===== src/rtl/txt_pkg.sv =====
package txt_pkg;
  typedef enum logic [1:0] {
    ABT_CONFLICT = 2'd0,
    ABT_CAPACITY = 2'd1,
    ABT_OVFSET   = 2'd2,
    ABT_EXPLICIT = 2'd3
  } abort_e;
endpackage


===== src/rtl/txt_set_match.sv =====
module txt_set_match #(
  parameter int WAYS  = 4,
  parameter int TAG_W = 10,
  localparam int WAY_W = $clog2(WAYS)
) (
  input  logic [WAYS*TAG_W-1:0] tags,
  input  logic [WAYS-1:0]       vlds,
  input  logic [TAG_W-1:0]      tag,
  output logic                  hit,
  output logic [WAY_W-1:0]      way
);
  logic [WAYS-1:0] eq;

  for (genvar gw = 0; gw < WAYS; gw++) begin : g_cmp
    assign eq[gw] = vlds[gw] && (tags[gw*TAG_W +: TAG_W] == tag);
  end

  // lowest matching way wins
  always_comb begin
    way = '0;
    for (int w = WAYS - 1; w >= 0; w--) begin
      if (eq[w]) way = WAY_W'(w);
    end
  end

  assign hit = |eq;
endmodule


===== src/rtl/txt_credit.sv =====
module txt_credit #(
  parameter int NACK_MAX = 2,
  localparam int CR_W = (NACK_MAX < 1) ? 1 : $clog2(NACK_MAX + 1)
) (
  input  logic clk,
  input  logic rst,
  input  logic load,
  input  logic take,
  output logic has
);
  logic [CR_W-1:0] cnt_q;

  always_ff @(posedge clk) begin
    if (rst) begin
      cnt_q <= '0;
    end else if (load) begin
      cnt_q <= CR_W'(NACK_MAX);
    end else if (take && cnt_q != '0) begin
      cnt_q <= cnt_q - 1'b1;
    end
  end

  assign has = (cnt_q != '0);
endmodule


===== src/rtl/txset_tracker.sv =====
module txset_tracker
  import txt_pkg::*;
#(
  parameter int SETS     = 32,
  parameter int WAYS     = 4,
  parameter int TAG_W    = 10,
  parameter int WR_CAP   = 64,
  parameter int NACK_MAX = 2,
  localparam int IDX_W = $clog2(SETS),
  localparam int WAY_W = $clog2(WAYS)
) (
  input  logic             clk,
  input  logic             rst,
  input  logic             tx_begin,
  input  logic             tx_commit,
  input  logic             tx_abort_req,
  input  logic             acc_vld,
  input  logic             acc_wr,
  input  logic             acc_tx,
  input  logic [IDX_W-1:0] acc_idx,
  input  logic [TAG_W-1:0] acc_tag,
  input  logic             lop_vld,
  input  logic             lop_fill,
  input  logic [IDX_W-1:0] lop_idx,
  input  logic [WAY_W-1:0] lop_way,
  input  logic [TAG_W-1:0] lop_tag,
  input  logic             snp_vld,
  input  logic             snp_store,
  input  logic [IDX_W-1:0] snp_idx,
  input  logic [TAG_W-1:0] snp_tag,
  output logic             hit_o,
  output logic             tx_active,
  output logic             abort_o,
  output logic [1:0]       abort_code,
  output logic             nack_o
);
  localparam int LI_W  = IDX_W + WAY_W;
  localparam int LINES = SETS * WAYS;
  localparam int CNT_W = $clog2(WR_CAP + 1);

  // tag store: written only by fills, no reset (RAM friendly)
  logic [TAG_W-1:0] tag_mem [LINES];
  // marks and valid bits in flops for single-cycle flash clear
  logic [LINES-1:0] vld_q, rd_q, wr_q, vld_n, rd_n, wr_n;
  logic [SETS-1:0]  ovf_q, ovf_n;
  logic             act_q;
  logic [CNT_W-1:0] wcnt_q;

  logic [WAYS*TAG_W-1:0] acc_tags, snp_tags;
  logic [WAYS-1:0]       acc_vlds, snp_vlds;
  logic                  a_hit, s_hit;
  logic [WAY_W-1:0]      a_way, s_way;

  for (genvar gw = 0; gw < WAYS; gw++) begin : g_gather
    assign acc_tags[gw*TAG_W +: TAG_W] = tag_mem[{acc_idx, WAY_W'(gw)}];
    assign acc_vlds[gw]                = vld_q[{acc_idx, WAY_W'(gw)}];
    assign snp_tags[gw*TAG_W +: TAG_W] = tag_mem[{snp_idx, WAY_W'(gw)}];
    assign snp_vlds[gw]                = vld_q[{snp_idx, WAY_W'(gw)}];
  end

  txt_set_match #(.WAYS(WAYS), .TAG_W(TAG_W)) u_acc_match (
    .tags(acc_tags), .vlds(acc_vlds), .tag(acc_tag), .hit(a_hit), .way(a_way)
  );

  txt_set_match #(.WAYS(WAYS), .TAG_W(TAG_W)) u_snp_match (
    .tags(snp_tags), .vlds(snp_vlds), .tag(snp_tag), .hit(s_hit), .way(s_way)
  );

  logic [LI_W-1:0] aline, sline, lline;
  assign aline = {acc_idx, a_way};
  assign sline = {snp_idx, s_way};
  assign lline = {lop_idx, lop_way};

  logic a_hit_v, a_mark, a_new_wr, cap_acc;
  logic s_hit_v, s_tx, credit_ok, s_nack;
  logic l_old, l_rdspill;
  logic c_conf, c_ovf, c_cap, c_exp, any_ab, do_commit, do_begin, nack_fire;
  abort_e code_n;

  assign a_hit_v   = acc_vld && a_hit;
  assign a_mark    = act_q && a_hit_v && acc_tx;
  assign a_new_wr  = a_mark && acc_wr && !wr_q[aline];
  assign cap_acc   = a_new_wr && (wcnt_q == CNT_W'(WR_CAP));

  assign s_hit_v   = snp_vld && s_hit;
  assign s_tx      = act_q && s_hit_v && (rd_q[sline] || wr_q[sline]);
  assign s_nack    = s_tx && credit_ok;

  assign l_old     = lop_vld && vld_q[lline];
  assign l_rdspill = act_q && l_old && rd_q[lline];

  assign c_conf    = s_tx && !credit_ok;
  assign c_ovf     = act_q && snp_vld && snp_store && ovf_q[snp_idx] && !s_tx;
  assign c_cap     = cap_acc || (act_q && l_old && wr_q[lline]);
  assign c_exp     = act_q && tx_abort_req;
  assign any_ab    = c_conf || c_ovf || c_cap || c_exp;
  assign do_commit = act_q && tx_commit && !any_ab;
  assign do_begin  = !act_q && tx_begin;
  assign nack_fire = s_nack && !any_ab;

  always_comb begin
    if (c_conf)     code_n = ABT_CONFLICT;
    else if (c_ovf) code_n = ABT_OVFSET;
    else if (c_cap) code_n = ABT_CAPACITY;
    else            code_n = ABT_EXPLICIT;
  end

  txt_credit #(.NACK_MAX(NACK_MAX)) u_credit (
    .clk(clk), .rst(rst), .load(do_begin), .take(nack_fire), .has(credit_ok)
  );

  always_comb begin
    vld_n = vld_q;
    rd_n  = rd_q;
    wr_n  = wr_q;
    ovf_n = ovf_q;
    if (a_mark && !cap_acc) begin
      if (acc_wr) wr_n[aline] = 1'b1;
      else        rd_n[aline] = 1'b1;
    end
    if (s_hit_v && !nack_fire) begin
      vld_n[sline] = 1'b0;
      rd_n[sline]  = 1'b0;
      wr_n[sline]  = 1'b0;
    end
    if (lop_vld) begin
      vld_n[lline] = lop_fill;
      rd_n[lline]  = 1'b0;
      wr_n[lline]  = 1'b0;
    end
    if (l_rdspill) ovf_n[lop_idx] = 1'b1;
    if (any_ab) begin
      vld_n = vld_n & ~wr_n;
      rd_n  = '0;
      wr_n  = '0;
      ovf_n = '0;
    end else if (do_commit) begin
      rd_n  = '0;
      wr_n  = '0;
      ovf_n = '0;
    end
  end

  always_ff @(posedge clk) begin
    if (lop_vld && lop_fill) tag_mem[lline] <= lop_tag;
  end

  always_ff @(posedge clk) begin
    if (rst) begin
      vld_q      <= '0;
      rd_q       <= '0;
      wr_q       <= '0;
      ovf_q      <= '0;
      act_q      <= 1'b0;
      wcnt_q     <= '0;
      hit_o      <= 1'b0;
      abort_o    <= 1'b0;
      abort_code <= 2'd0;
      nack_o     <= 1'b0;
    end else begin
      vld_q      <= vld_n;
      rd_q       <= rd_n;
      wr_q       <= wr_n;
      ovf_q      <= ovf_n;
      hit_o      <= a_hit_v;
      abort_o    <= any_ab;
      abort_code <= any_ab ? code_n : 2'd0;
      nack_o     <= nack_fire;
      if (do_begin)                act_q <= 1'b1;
      else if (any_ab || do_commit) act_q <= 1'b0;
      if (do_begin || any_ab || do_commit) wcnt_q <= '0;
      else if (a_new_wr)                   wcnt_q <= wcnt_q + 1'b1;
    end
  end

  assign tx_active = act_q;
endmodule


===== config.mk =====
export PLATFORM = sky130hd
export DESIGN_NAME = txset_tracker
export DESIGN_NICKNAME = d
export VERILOG_FILES = /design/src/rtl/txt_pkg.sv /design/src/rtl/txt_set_match.sv /design/src/rtl/txt_credit.sv /design/src/rtl/txset_tracker.sv
export SDC_FILE = /design/constraint.sdc
export NUM_CORES = 2
export LEC_CHECK = 0
export BUFFER_PORTS_ARGS = -buffer_cell sky130_fd_sc_hd__clkbuf_2
export CAP_MARGIN = 20
export CORE_ASPECT_RATIO = 0.5
export CORE_MARGIN = 2
export CORE_UTILIZATION = 25
export DETAILED_ROUTE_END_ITERATION = 10
export SYNTH_ARGS = -nofsm -noshare
export SYNTH_HDL_FRONTEND = slang
export SYNTH_SLANG_ARGS = --single-unit
export TNS_END_PERCENT = 10

===== constraint.sdc =====
create_clock -name clk -period 6.5 [get_ports clk]
set_input_delay 0.65 -clock clk [delete_from_list [all_inputs] [get_ports clk]]
set_output_delay 0.65 -clock clk [all_outputs]
set_load 0.005 [all_outputs]

==> impl_metrics.json <==
{
  "drtIter0Drc": 13699,
  "cp_num_buf_inv": 16,
  "dp_hpwl_um": 377000,
  "worst_setup_path_end_kind": "register",
  "cp_slowest_cell": "buf_4",
  "num-fill-cells": 36372,
  "postSynthCellCount": 7390,
  "r2r-start": "tag_mem[95][8]$_DFFE_PP_",
  "numCtsBuffers": 183,
  "max_stage_delay_ns": 0.41,
  "final.period_utilization_pct": 101,
  "io_pins": 65,
  "power_mw": 25.8,
  "finalNonFillerCells": 13336,
  "ys.warnings.count": 0,
  "cts_sinks": 1711,
  "post-place-ws_ns": -1.19,
  "grt_pass1_wl_um": 673000,
  "critical_path.max_fanout": 18,
  "whs_endpoint": "tag_mem[92][8]$_DFFE_PP_",
  "route.detailed.drc": 0,
  "powerDensity_mw_per_mm2": 228,
  "wirelength_um": 508000,
  "yosysSeqAreaShare_pct": 51.8,
  "cp.arrival_ns": 7.29,
  "chipWidth_um": 857,
  "layout-drive-gt1-share_pct": 28.0,
  "firstDrtPassIters": 8,
  "rsz0062_at_grt": "no",
  "initial_core_util_pct": 25.1,
  "regToRegSetupSlack_ns": 0.05,
  "dp_cells": 12997,
  "overflow": 0,
  "grt_pass1_vias": 76262,
  "hold_depth": 1,
  "synth_area_mm2": 0.0909,
  "synth_top_area_share_pct": 42.3,
  "cts_max_level": 4,
  "viasPerCell": 6.06,
  "peakVddDrop_mv": 0.189,
  "grt_max_degree": 97,
  "grtUsageTotal_pct": 26.3,
  "p_int_mw": 18.9,
  "area_growth_pct": 24.3,
  "timing.final.ws_setup_ns": -0.0806,
  "synth_top_cell_by_area": "edfxtp_1",
  "power.switching_fraction_pct": 26.7,
  "violations": "negative setup slack",
  "worst_pin_slew_ns": 1.31,
  "async_flop_share_pct": 0,
  "synthAdderAreaFrac_pct": 0.0413,
  "cp_common_cell": "buf_4",
  "antenna_found_initial": 36,
  "fin_tns_setup_ns": -0.367,
  "cp-start-kind": "input port",
  "die_y_um": 430,
  "synth_compound_area_share_pct": 14.7,
  "rows": 156,
  "port_buffers": 64,
  "cts.path.max_buffers": 4,
  "max_freq_ghz": 0.152,
  "p_seq_share_pct": 45.6,
  "vias": 80838,
  "yosys.area_share.simple_pct": 9.37,
  "final_core_util_pct": 31.2,
  "hold_viol": 0,
  "clkPwrFrac_pct": 41.8,
  "maxSlewHeadroom_pct": 12.5,
  "final_max_slew_viol_count": 0,
  "insertion_delay_ns": 0.91,
  "reg2reg_depth": 25,
  "drv_cap": 0,
  "dieArea_mm2": 0.369,
  "hp-class": "input port to register",
  "r2r_end": "rd_q[18]$_SDFF_PP0_",
  "ant_nets": 0,
  "synth_top_family_by_area": "multiplexers",
  "ys_top_cells_by_area": "edfxtp_1 42%, mux2i_1 12%, dfxtp_1 9.5%, mux4_2 5.8%, o22ai_1 3.0%",
  "cp_top_family": "buffers and inverters",
  "syn_avg_cell_area_um2": 12.3,
  "fin_crit_ns": 6.58,
  "final_cell_mix": "1280 x edfxtp_1, 1226 x buf_4, 1131 x mux2i_1",
  "core_area_mm2": 0.362,
  "pwr-share-comb_pct": 12.5,
  "setup_violations": 19,
  "leakage_nw": 41.0,
  "ys_ff_latch": 1711,
  "worstPathRequired_ns": 7.21,
  "synth_nets": 7452,
  "root_buffer": "clkbuf_16",
  "synth-edff-count": 1280,
  "synthXorXnorAreaFrac_pct": 0.655,
  "path_depth": 31,
  "routedWlPerCell_um": 38.1,
  "nNetsFinal": 8428,
  "finClkSkew_ns": 0.104,
  "cts.clk_slew.worst_paths_ns": 0.07,
  "gp_congestion": 1.04,
  "p_switching_mw": 6.88,
  "final_common_cell": "edfxtp_1",
  "status": "complete, but fails checks",
  "cts_tree": "built",
  "yosys_most_used_dff": "edfxtp_1",
  "synthMuxAreaShare_pct": 19.3,
  "crit_type": "input port to register",
  "synth.distinct_cells": 118,
  "worstHoldStart": "lop_tag[8]"
}
-- metal layers --
layer / routed length (um) / track usage, % / vias up
li1: - / - / 31646
met1: 200000 / 34.9 / 41609
met2: 204000 / 37.0 / 6297
met3: 71300 / 9.77 / 1264
met4: 33100 / 14.2 / 22
met5: 147 / 0 / -
-- logic make-up after synthesis --
logic type / Yosys count
AOI/OAI and AO/OA: 1882
DFF: 1711
and+or+nand+nor: 1546
muxes: 1446
buffers and inverters: 734
xor gates and xnor gates: 68
adders and majority gates: 3
-- repair_timing --
action / CTS / global route
gates resized for setup: 3 / 11
setup buffers: 0 / 1
endpoints found under the hold margin: 1 / 0
pin swaps: 0 / 2
hold buffers: 1 / 0
endpoints found under the setup margin: 70 / 204
-- through the flow --
stage / hold slack (ns) / cell area, um2
3_3_place_gp: 0.440 / 107000
3_5_place_dp: 0.457 / 107000
2_1_floorplan: 0.431 / 90900
6_report: 0.230 / 113000
4_1_cts: 0.184 / 113000
5_1_grt: 0.214 / 113000
-- how the worst max path moves through the flow --
stage,from,to
finish,snp_idx[2],rd_q[18]$_SDFF_PP0_
detailed placement,snp_idx[1],rd_q[1]$_SDFF_PP0_
floorplan,snp_idx[0],vld_q[98]$_SDFF_PP0_
global route,acc_idx[0],vld_q[16]$_SDFF_PP0_
global placement,snp_idx[1],rd_q[1]$_SDFF_PP0_
CTS,snp_idx[1],vld_q[24]$_SDFF_PP0_
-- worst register-to-register path, delay by kind of cell, from the launching register on --
kind | cells | cell delay, ns
AOI/OAI and AO/OA | 6 | 1.69
xor gates and xnor gates | 1 | 0.21
buffers and inverters | 10 | 1.84
DFF | 1 | 0.38
muxes | 2 | 0.96
and+or+nand+nor | 6 | 1.21
-- layout make-up --
type	instances	area (um2)	area share, %
well taps	4819	6030	5.34
multi-input cells	4945	40400	35.8
clock inverters	101	978	0.866
inverters	56	210	0.186
diodes	10	25.0	0.0222
flip-flops and latches	1711	47100	41.7
clock buffers	225	4870	4.31
repair buffers	1469	13300	11.8
-- power groups by stage --
stage | clock (mW) | combinational, mW | sequential (mW)
floorplan | 0 | 1.44 | 12.0
global placement | 0 | 3.07 | 12.0
detailed placement | 0 | 3.08 | 12.0
CTS | 10.8 | 3.09 | 11.8
global route | 11.2 | 3.25 | 11.7
finish | 10.8 | 3.23 | 11.8
-- state kept, by name (all words and copies together), names as in the netlist, 2 cells and up --
register,flops
rd_q,128
wr_q,128
wcnt_q,7
abort_code,2
tag_mem,1280
vld_q,128
ovf_q,32
u_credit.cnt_q,2
-- cells in the mapped netlist, types with 23 or more instances --
master / instances
a211oi_1: 45
a21o_1: 28
a21oi_1: 273
a221oi_1: 38
a22oi_1: 308
a311oi_1: 24
a31o_2: 39
a31oi_1: 77
a41o_1: 24
a41oi_1: 29
and2_1: 42
and3_1: 66
buf_1: 42
buf_2: 154
buf_4: 94
buf_6: 57
clkbuf_1: 322
dfxtp_1: 431
edfxtp_1: 1280
inv_1: 53
mux2_2: 81
mux2i_1: 1131
mux4_2: 233
nand2_1: 323
nand3_1: 177
nand4_1: 55
nor2_1: 282
nor2b_1: 37
nor3_1: 201
nor3_2: 71
nor3b_2: 23
nor4_1: 117
nor4_2: 34
o2111ai_1: 33
o211a_1: 27
o211ai_1: 73
o21ai_0: 155
o21ai_1: 40
o221a_1: 23
o221ai_1: 28
o22ai_1: 431
or3_1: 25
xnor2_1: 38
xor2_1: 30
Power figures use the tool's default switching activity.
